<file path="src/rtl/ackl_pkg.sv">
package ackl_pkg;

    localparam int unsigned WORD_W = 16;
    localparam int unsigned BITCNT_W = $clog2(WORD_W + 1);

    typedef logic [WORD_W-1:0] word_t;
    typedef logic [BITCNT_W-1:0] bitcnt_t;

    typedef struct packed {
        logic fs;
        logic dat;
    } ser_pins_t;

    function automatic word_t shift_in(word_t cur, logic b);
        return {cur[WORD_W-2:0], b};
    endfunction

endpackage

</file>
<file path="src/rtl/ackl_tx_fifo.sv">
module ackl_tx_fifo
    import ackl_pkg::*;
#(
    parameter int unsigned DEPTH = 4
) (
    input  logic  clk,
    input  logic  rst,
    input  logic  push_req,
    input  word_t push_data,
    input  logic  pop,
    output word_t head,
    output logic  empty,
    output logic  ovf
);
    localparam int unsigned AW = (DEPTH > 1) ? $clog2(DEPTH) : 1;
    localparam int unsigned CW = $clog2(DEPTH + 1);

    word_t         mem [DEPTH];
    logic [AW-1:0] wr_ptr, rd_ptr;
    logic [CW-1:0] cnt;
    logic          full, do_push, do_pop;

    assign full    = (cnt == CW'(DEPTH));
    assign empty   = (cnt == '0);
    assign do_push = push_req && !full;
    assign do_pop  = pop && !empty;
    assign head    = mem[rd_ptr];

    function automatic logic [AW-1:0] bump(logic [AW-1:0] p);
        return (p == AW'(DEPTH - 1)) ? '0 : p + 1'b1;
    endfunction

    always_ff @(posedge clk) begin
        if (do_push) mem[wr_ptr] <= push_data;
    end

    always_ff @(posedge clk) begin
        if (rst) begin
            wr_ptr <= '0;
            rd_ptr <= '0;
            cnt    <= '0;
            ovf    <= 1'b0;
        end else begin
            if (do_push) wr_ptr <= bump(wr_ptr);
            if (do_pop)  rd_ptr <= bump(rd_ptr);
            case ({do_push, do_pop})
                2'b10:   cnt <= cnt + 1'b1;
                2'b01:   cnt <= cnt - 1'b1;
                default: cnt <= cnt;
            endcase
            if (push_req && full) ovf <= 1'b1;
        end
    end

    assert_depth_bound_R5: assert property (@(posedge clk) disable iff (rst)
        cnt <= CW'(DEPTH));

    assert_no_overflow_R5: assert property (@(posedge clk) disable iff (rst)
        (push_req && full) |=> ovf);

endmodule

</file>
<file path="src/rtl/ackl_tx_shift.sv">
module ackl_tx_shift
    import ackl_pkg::*;
(
    input  logic      clk,
    input  logic      rst,
    input  logic      start,
    input  word_t     word,
    output logic      idle,
    output ser_pins_t pins
);
    bitcnt_t left;
    word_t   sh;

    assign idle = (left == '0);

    always_ff @(posedge clk) begin
        if (rst) begin
            left <= '0;
            sh   <= '0;
            pins <= '0;
        end else if (start) begin
            pins.fs  <= 1'b1;
            pins.dat <= 1'b0;
            sh       <= word;
            left     <= bitcnt_t'(WORD_W);
        end else if (left != '0) begin
            pins.fs  <= 1'b0;
            pins.dat <= sh[WORD_W-1];
            sh       <= sh << 1;
            left     <= left - 1'b1;
        end else begin
            pins <= '0;
        end
    end

    assert_fs_single_R1: assert property (@(posedge clk) disable iff (rst)
        pins.fs |=> !pins.fs);

    assert_start_when_idle_R3: assert property (@(posedge clk) disable iff (rst)
        start |-> idle);

endmodule

</file>
<file path="src/rtl/ackl_rx_shift.sv">
module ackl_rx_shift
    import ackl_pkg::*;
(
    input  logic      clk,
    input  logic      rst,
    input  ser_pins_t pins,
    output logic      done,
    output word_t     word
);
    bitcnt_t left;
    word_t   sh;

    assign done = !pins.fs && (left == bitcnt_t'(1));
    assign word = shift_in(sh, pins.dat);

    always_ff @(posedge clk) begin
        if (rst) begin
            left <= '0;
            sh   <= '0;
        end else if (pins.fs) begin
            left <= bitcnt_t'(WORD_W);
        end else if (left != '0) begin
            sh   <= shift_in(sh, pins.dat);
            left <= left - 1'b1;
        end
    end

endmodule

</file>
<file path="src/rtl/ackl_ack_edge.sv">
module ackl_ack_edge (
    input  logic clk,
    input  logic rst,
    input  logic ack_async,
    output logic edge_seen
);
    logic [2:0] stage;

    assign edge_seen = stage[1] ^ stage[2];

    always_ff @(posedge clk) begin
        if (rst) stage <= '0;
        else     stage <= {stage[1:0], ack_async};
    end

endmodule

</file>
<file path="src/rtl/ackl_endpoint.sv">
module ackl_endpoint
    import ackl_pkg::*;
#(
    parameter int unsigned FIFO_DEPTH = 4
) (
    input  logic        clk,
    input  logic        rst,
    input  logic        wr_en,
    input  logic [15:0] wr_data,
    input  logic        rd_en,
    output logic [15:0] rd_data,
    output logic        tx_ready,
    output logic        rx_ready,
    output logic        ovf,
    output logic        fs_out,
    output logic        ser_out,
    output logic        ack_out,
    input  logic        fs_in,
    input  logic        ser_in,
    input  logic        ack_in
);
    word_t     q_head, rx_word, hold;
    logic      q_empty, tx_idle, launch, ack_edge, rx_done;
    ser_pins_t tx_pins, rx_pins;

    assign launch = tx_ready && !q_empty && tx_idle;

    ackl_tx_fifo #(.DEPTH(FIFO_DEPTH)) u_fifo (
        .clk(clk), .rst(rst),
        .push_req(wr_en), .push_data(wr_data),
        .pop(launch), .head(q_head),
        .empty(q_empty), .ovf(ovf)
    );

    ackl_tx_shift u_txs (
        .clk(clk), .rst(rst),
        .start(launch), .word(q_head),
        .idle(tx_idle), .pins(tx_pins)
    );

    assign rx_pins.fs  = fs_in;
    assign rx_pins.dat = ser_in;

    ackl_rx_shift u_rxs (
        .clk(clk), .rst(rst),
        .pins(rx_pins), .done(rx_done), .word(rx_word)
    );

    ackl_ack_edge u_ack (
        .clk(clk), .rst(rst),
        .ack_async(ack_in), .edge_seen(ack_edge)
    );

    assign fs_out  = tx_pins.fs;
    assign ser_out = tx_pins.dat;
    assign rd_data = hold;

    always_ff @(posedge clk) begin
        if (rst)           tx_ready <= 1'b1;
        else if (launch)   tx_ready <= 1'b0;
        else if (ack_edge) tx_ready <= 1'b1;
    end

    always_ff @(posedge clk) begin
        if (rst) begin
            hold     <= '0;
            rx_ready <= 1'b0;
            ack_out  <= 1'b0;
        end else begin
            if (rx_done) hold <= rx_word;
            if (rx_done)    rx_ready <= 1'b1;
            else if (rd_en) rx_ready <= 1'b0;
            if (rd_en && rx_ready) ack_out <= !ack_out;
        end
    end

    assert_ready_clear_R2: assert property (@(posedge clk) disable iff (rst)
        fs_out |-> !tx_ready);

    assert_ack_sets_ready_R4: assert property (@(posedge clk) disable iff (rst)
        (ack_edge && !launch) |=> tx_ready);

    assert_arrival_loads_R6: assert property (@(posedge clk) disable iff (rst)
        rx_done |=> (rx_ready && rd_data == $past(rx_word)));

    assert_ack_after_read_R7: assert property (@(posedge clk) disable iff (rst)
        (rd_en && rx_ready) |=> (ack_out != $past(ack_out)) && !rx_ready);

    assert_ack_quiet_R8: assert property (@(posedge clk) disable iff (rst)
        !(rd_en && rx_ready) |=> $stable(ack_out));

endmodule

</file>
<file path="config.mk">
export PLATFORM = sky130hd
export DESIGN_NAME = ackl_endpoint
export DESIGN_NICKNAME = d
export VERILOG_FILES = /design/src/rtl/ackl_pkg.sv /design/src/rtl/ackl_tx_fifo.sv /design/src/rtl/ackl_tx_shift.sv /design/src/rtl/ackl_rx_shift.sv /design/src/rtl/ackl_ack_edge.sv /design/src/rtl/ackl_endpoint.sv
export SDC_FILE = /design/constraint.sdc
export NUM_CORES = 1
export LEC_CHECK = 0
export BUFFER_PORTS_ARGS = -buffer_cell sky130_fd_sc_hd__buf_2
export CAP_MARGIN = 20
export CORE_MARGIN = 10
export CORE_UTILIZATION = 59
export DETAILED_ROUTE_END_ITERATION = 8
export GPL_TIMING_DRIVEN = 0
export HOLD_SLACK_MARGIN = 0.15
export PLACE_DENSITY = 0.9
export SETUP_SLACK_MARGIN = 0.1
export SLEW_MARGIN = 15
export SYNTH_ARGS = -nofsm -noshare
export SYNTH_HDL_FRONTEND = slang
export SYNTH_SLANG_ARGS = --single-unit
</file>
<file path="constraint.sdc">
create_clock -name clk -period 3.72 [get_ports clk]
set_input_delay 0.372 -clock clk [delete_from_list [all_inputs] [get_ports clk]]
set_output_delay 0.372 -clock clk [all_outputs]
set_load 0.01 [all_outputs]
</file>
======== Yosys cells after proc, flatten, opt, wreduce, memory -nomap -nowiden ========
Memories as Yosys holds them, arrays and structs flattened. A register that Yosys moved wholly into a read port is not among the register bits.
Index checks and enable logic that the tools add are counted.
operators by class
  add/subtract/negate cells ............... 6
  multipliers ............................. 0
  divide/modulo/power cells ............... 0
  order comparisons ....................... 0
  equal/unequal tests ..................... 6
  shift-type cells ........................ 0
  multiplexer cells ....................... 19
  bitwise gates (word level) .............. 3
  reduce and logical (&&, ||, !) cells .... 24
operators with widths
  kind                                                                count
  16-bit 2-to-1 mux                                                   2
  5-bit 2-to-1 mux                                                    4
  2-bit 2-to-1 mux                                                    5
  2-bit nonzero test                                                  5
  5-bit nonzero test                                                  2
  5-bit by 1-bit subtractor with 5-bit output, second input constant  2
  1-bit logical AND                                                   7
  1-bit 2-to-1 mux                                                    7
  2-bit == test, second input constant                                3
  3-bit case mux with 2 select lines                                  1
  5-bit by 1-bit == test with 1-bit output, second input constant     1
  5-bit logical NOT                                                   1
  2-bit by 1-bit adder with 2-bit output, second input constant       2
  1-bit logical NOT                                                   4
  2-bit OR reduction                                                  2
  3-bit by 1-bit adder with 3-bit output, second input constant       1
  3-bit == test, second input constant                                1
  3-bit logical NOT                                                   1
  3-bit OR reduction                                                  1
  3-bit by 1-bit subtractor with 3-bit output, second input constant  1
  2-bit by 1-bit == test with 1-bit output, second input constant     1
  1-bit NOT                                                           2
  2-bit AND reduction                                                 1
  1-bit XOR                                                           1
word-level totals
  register bits after elaboration ......... 73
  latch bits .............................. 0
  bits in writable memories ............... 64
  memory bits (read-only) ................. 0
  memories ................................ 1
memory list
  name        depth  bits a word  read ports  clocked after memory_dff  write ports  line                text
  u_fifo.mem  4      16           1           1                         1            ackl_tx_fifo.sv:18  word_t mem [DEPTH];

======== Logic depth before layout (Yosys ltp) ========
  depth after elaboration ................. 7
  depth in mapped cells ................... 12
  depth with buffers taken out ............ 10

======== By module ========
A second synthesis with hierarchy kept.
second synthesis, totals
  cell total of the unflattened synthesis .. 406
  area, all modules ....................... 5666.7 um2
by module, submodules not included
  module         instances  cells an instance  area an instance (um2)  sequential area each (um2)
  ackl_tx_fifo   1          138                2817.7                  2122.0
  ackl_tx_shift  1          118                1224.9                  460.4
  ackl_rx_shift  1          77                 835.8                   400.4
  ackl_endpoint  1          66                 700.7                   380.4
  ackl_ack_edge  1          7                  87.6                    60.1

======== Worst setup path before layout ========
Ideal clock, no wire load.
  path kind ............................... reg-to-reg
  from .................................... reg u_txs.left[0]
  to ...................................... reg u_fifo.cnt[2]
  library setup time ...................... 0.071 ns
  data arrival time ....................... 2.596 ns
  data required time ...................... 3.649 ns
  setup slack ............................. 1.053 ns
  stages on the path, launching flop included .. 13
  buffers on the path ..................... 2
  period minus slack after synthesis ...... 2.667 ns
  cells stage by stage .................... dfxtp_1 -> inv_1 -> ha_1 -> or4b_1 -> clkbuf_1 -> clkbuf_1 -> nor2_1 -> ha_1 -> inv_1 -> fa_1 -> xor2_1 -> or3_1 -> a21oi_1
between the ends
  longest elaborated chain between the ends .. 5
  elaborated cells between the ends (all ways) .. 7
  those cells by class .................... eq/ne: 2; mux: 1; reduce/logical: 4
ends and longest elaborated chain
  element                                                                           line                 text
  start: declaration                                                                ackl_tx_shift.sv:11  bitcnt_t left;
  start signal: assignment                                                          ackl_tx_shift.sv:25  left <= bitcnt_t'(WORD_W);
  start signal: assignment                                                          ackl_tx_shift.sv:30  left <= left - 1'b1;
  5-bit logical NOT *                                                               ackl_tx_shift.sv:14  assign idle = (left == '0);
  1-bit logical AND *                                                               ackl_endpoint.sv:26  assign launch = tx_ready && !q_empty && tx_idle;
  1-bit logical AND *                                                               ackl_tx_fifo.sv:26   assign do_pop = pop && !empty;
  2-bit by 1-bit == test with 1-bit output / 2-bit == test (equally long branches)  ackl_tx_fifo.sv:46   case ({do_push, do_pop})
  3-bit case mux with 2 select lines / 2-bit nonzero test (equally long branches)   -
  end signal: assignment                                                            ackl_tx_fifo.sv:47   2'b10: cnt <= cnt + 1'b1;
  end signal: assignment                                                            ackl_tx_fifo.sv:48   2'b01: cnt <= cnt - 1'b1;
  end signal: assignment                                                            ackl_tx_fifo.sv:49   default: cnt <= cnt;
  end: declaration                                                                  ackl_tx_fifo.sv:20   logic [CW-1:0] cnt;
Mark *: on every way between the ends. The rest lies on a longest branch, timed or not.
A chain may end at the register's enable or synchronous reset.

======== Worst setup path in the final report ========
Same ends and word-level chain as after synthesis.

==> summary.md <==
| Metric | Value |
|---|---|
| Post-Route Utilization | 73.94% |
| WHS | 0.1942 ns |
| Die Ht | 115.7 microns |
| CTS max path bufs | 2 |
| Share of layout cells above drive strength 1 | 18.10% |
| #FFs+latches synth | 139 |
| GP Congestion | 0.7947 |
| Total grt overflow | 0 |
| Relative slew slack | 35.98% |
| Core Area | 8806 sq um |
| DP HPWL | 7.041 mm |
| Clock sink count | 139 |
| Power per standard cell area | 731.6 nW/um^2 |
| Leakage dissipation | 2.376 nW |
| Syn nets | 466 |
| First-pass DRT Iterations | 9 |
| Pin count of the biggest net entering global routing | 17 |
| Final max-slew violation count | 0 |
| Final Hold Viols | 0 |
| Total power | 4.763 mW |
| Sequential element share of the synthesized area | 63.41% |
| Vias per cell | 5.945 |
| WL met2 | 6.211 mm |
| First-pass GRT wire length | 19.52 mm |
| CP required | 4.17 ns |
| Via count | 3763 |
| Period utilisation layout | 82.50% |
| Crit path launch type | flip-flop |
| Non-Filler Instances | 633 |
| Initial antenna violation count | 0 |
| Warnings from Yosys | 0 |
| Status | complete, no violations |
| Top routing layer in use | met4 |
| Asr flop ratio synth | 0% |
| Slew @ Worst Pin | 0.9603 ns |
| Final Setup Violations | 0 |
| Final worst setup slack | 0.6511 ns |
| Root buf cell | clkbuf_8 |
| Number of routed nets with antenna violations | 0 |
| Reg clk slew, reported paths | 0.06 ns |
| Post-synth EDFFs | 64 |
| RSZ-0062 raised after global routing | no |
| Placed instance count | 582 |
| CTS tree | yes |
| Cell area after layout | 6511 sq um |
| Global Route Usage Sum | 18.75% |
| Cts bufs inserted | 17 |
| DRC violations left | 0 |
| Clock Skew | 0.006501 ns |
| Synth Instances | 432 |
| Kind of end point of the critical path | flip-flop |
| Total wire length | 11.81 mm |
| NumNets Final | 546 |
| DR WL/cell | 18.66 microns |
| Vias in the first global route | 3817 |
| Synth cell types | 39 |
| Worst slack, placed | 0.7103 ns |
| Number of max-cap violations | 0 |
| # diodes | 0 |
| Critical setup path kind | reg2reg |
| Mapped Area | 5399 sq um |
| Die X | 115.7 microns |
| Worst-Skew Late Latency | 0.52 ns |
| Met1 wire length | 4.619 mm |
| Peak supply drop | 493.2 uV |
| Die area | 13380 sq um |
| I/O pins | 45 |
| 1st-iter DRT viols | 281 |
| Port Buffers | 42 |
| Arrival time worst endpoint | 3.51 ns |
| TNS Setup | 0 ns |
| Max Clk Rate | 325.8 MHz |
| Row cnt | 34 |
| Max H-tree Level | 4 |
| Minimum clock period | 3.069 ns |
| HP Class | in2reg |
| Met3 Routed Length | 766 microns |
| Post-synth top flop | dfxtp_1 |
| Layout overhead on the synthesized area | 20.60% |
| Post-Place Cell Area | 5744 sq um |
| Worst-path maximum fanout | 10 |
| Initial core utilization | 61.31% |
| Synthesized area per cell | 12.50 sq um |
| Post_cts resized | 0 |
-- kinds of logic after synthesis --
logic type,share of synthesized area (%)
compound gates,9.734
fa+ha+maj,2.688
flops,63.41
buf+inv,2.943
mux,9.455
simple gates,10.48
xor+xnor,1.298
-- Yosys cell counts (4+ instances only) --
master,number,share of area [%]
nand3_1,22,2.0
xnor2_1,4,0.65
dfxtp_1,75,28
nand2b_1,18,2.1
clkbuf_1,24,1.7
nor2_1,27,1.9
buf_2,4,0.37
inv_1,9,0.63
nor3_1,10,0.93
ha_1,10,2.3
mux2i_1,15,2.8
a21oi_1,42,3.9
xor2_1,4,0.65
and3_1,4,0.46
nand2_1,19,1.3
edfxtp_1,64,36
o21ai_0,19,1.8
nor2b_1,5,0.58
mux4_2,16,6.7
a211oi_1,16,2.2
-- registers in the layout (all words and copies together), names as in the netlist, named ones only --
signal,cells
ack_out,1
rd_data,16
rx_ready,1
tx_ready,1
u_ack.stage,3
u_fifo.cnt,3
u_fifo.mem,64
u_fifo.ovf,1
u_fifo.rd_ptr,2
u_fifo.wr_ptr,2
u_rxs.left,5
u_rxs.sh,15
u_txs.left,5
u_txs.pins,2
u_txs.sh,16
-- where the power goes --
group | internal (mW) | total, mW | switching [mW]
clock | 0.968 | 1.64 | 0.673
combinational | 0.465 | 1.20 | 0.732
sequential | 1.80 | 1.93 | 0.122
total | 3.24 | 4.76 | 1.53
-- routing by layer --
layer  GRT usage [%]  up-vias
met2           33.18      145
met3           5.323       22
li1                -     1745
met1           20.83     1851
met5               0        -
met4           7.756        0
-- critical path: stages (launching register included) --
cell and delay [ns]:
dfxtp_1 0.33, inv_1 0.10, ha_1 0.21, or4b_1 0.44, clkbuf_1 0.16, clkbuf_1 0.25, nor2_1 0.24, ha_1 0.22
inv_1 0.06, fa_1 0.37, xor2_1 0.17, or3_1 0.31, a21oi_1 0.13
-- area by class of cell --
type	instances	area, sq um
multi-input cells	253	1817
inverters	9	33.78
fillers	510	2295
plain buffers	31	125.1
well taps	108	135.1
clock buffers	18	417.9
clock inverters	14	158.9
repair buffers	61	400.4
flip-flops and latches	139	3423
-- path summary, 6_finish.rpt --
kind,from,endpoint,slack [ns],cells after the start
hold reg to reg,u_ack.stage[0]$_SDFF_PP0_,u_ack.stage[1]$_SDFF_PP0_,0.46,1
setup reg to reg,u_txs.left[0]$_SDFFE_PP0N_,u_fifo.cnt[2]$_SDFFE_PP0P_,0.65,12
hold / removal,rd_en,rx_ready$_SDFFE_PP0P_,0.19,4
setup / recovery,u_txs.left[0]$_SDFFE_PP0N_,u_fifo.cnt[2]$_SDFFE_PP0P_,0.65,12
-- what timing repair did --
| action | 4_1_cts | 5_1_grt |
|---|---|---|
| hold buffers | 19 | 0 |
| setup buffers | 0 | 0 |
| endpoints found under the hold margin | 69 | 0 |
-- placed cells by master (no fill, tap or decap), types with 3 or more instances in the layout --
master | netlist | layout
a211oi_1 | 16 | 16
a21oi_1 | 42 | 42
and3_1 | 4 | 4
buf_2 | 4 | 46
clkbuf_1 | 24 | 25
clkbuf_16 | 0 | 16
clkinvlp_4 | 0 | 3
dfxtp_1 | 75 | 75
dlygate4sd3_1 | 0 | 19
edfxtp_1 | 64 | 64
ha_1 | 10 | 10
inv_1 | 9 | 9
inv_6 | 0 | 5
mux2i_1 | 15 | 15
mux4_2 | 16 | 16
nand2_1 | 19 | 19
nand2b_1 | 18 | 18
nand3_1 | 22 | 22
nor2_1 | 27 | 27
nor2b_1 | 5 | 5
nor3_1 | 10 | 10
o21ai_0 | 19 | 19
xnor2_1 | 4 | 4
xor2_1 | 4 | 4
No activity file was read; power rests on OpenSTA's default activity.
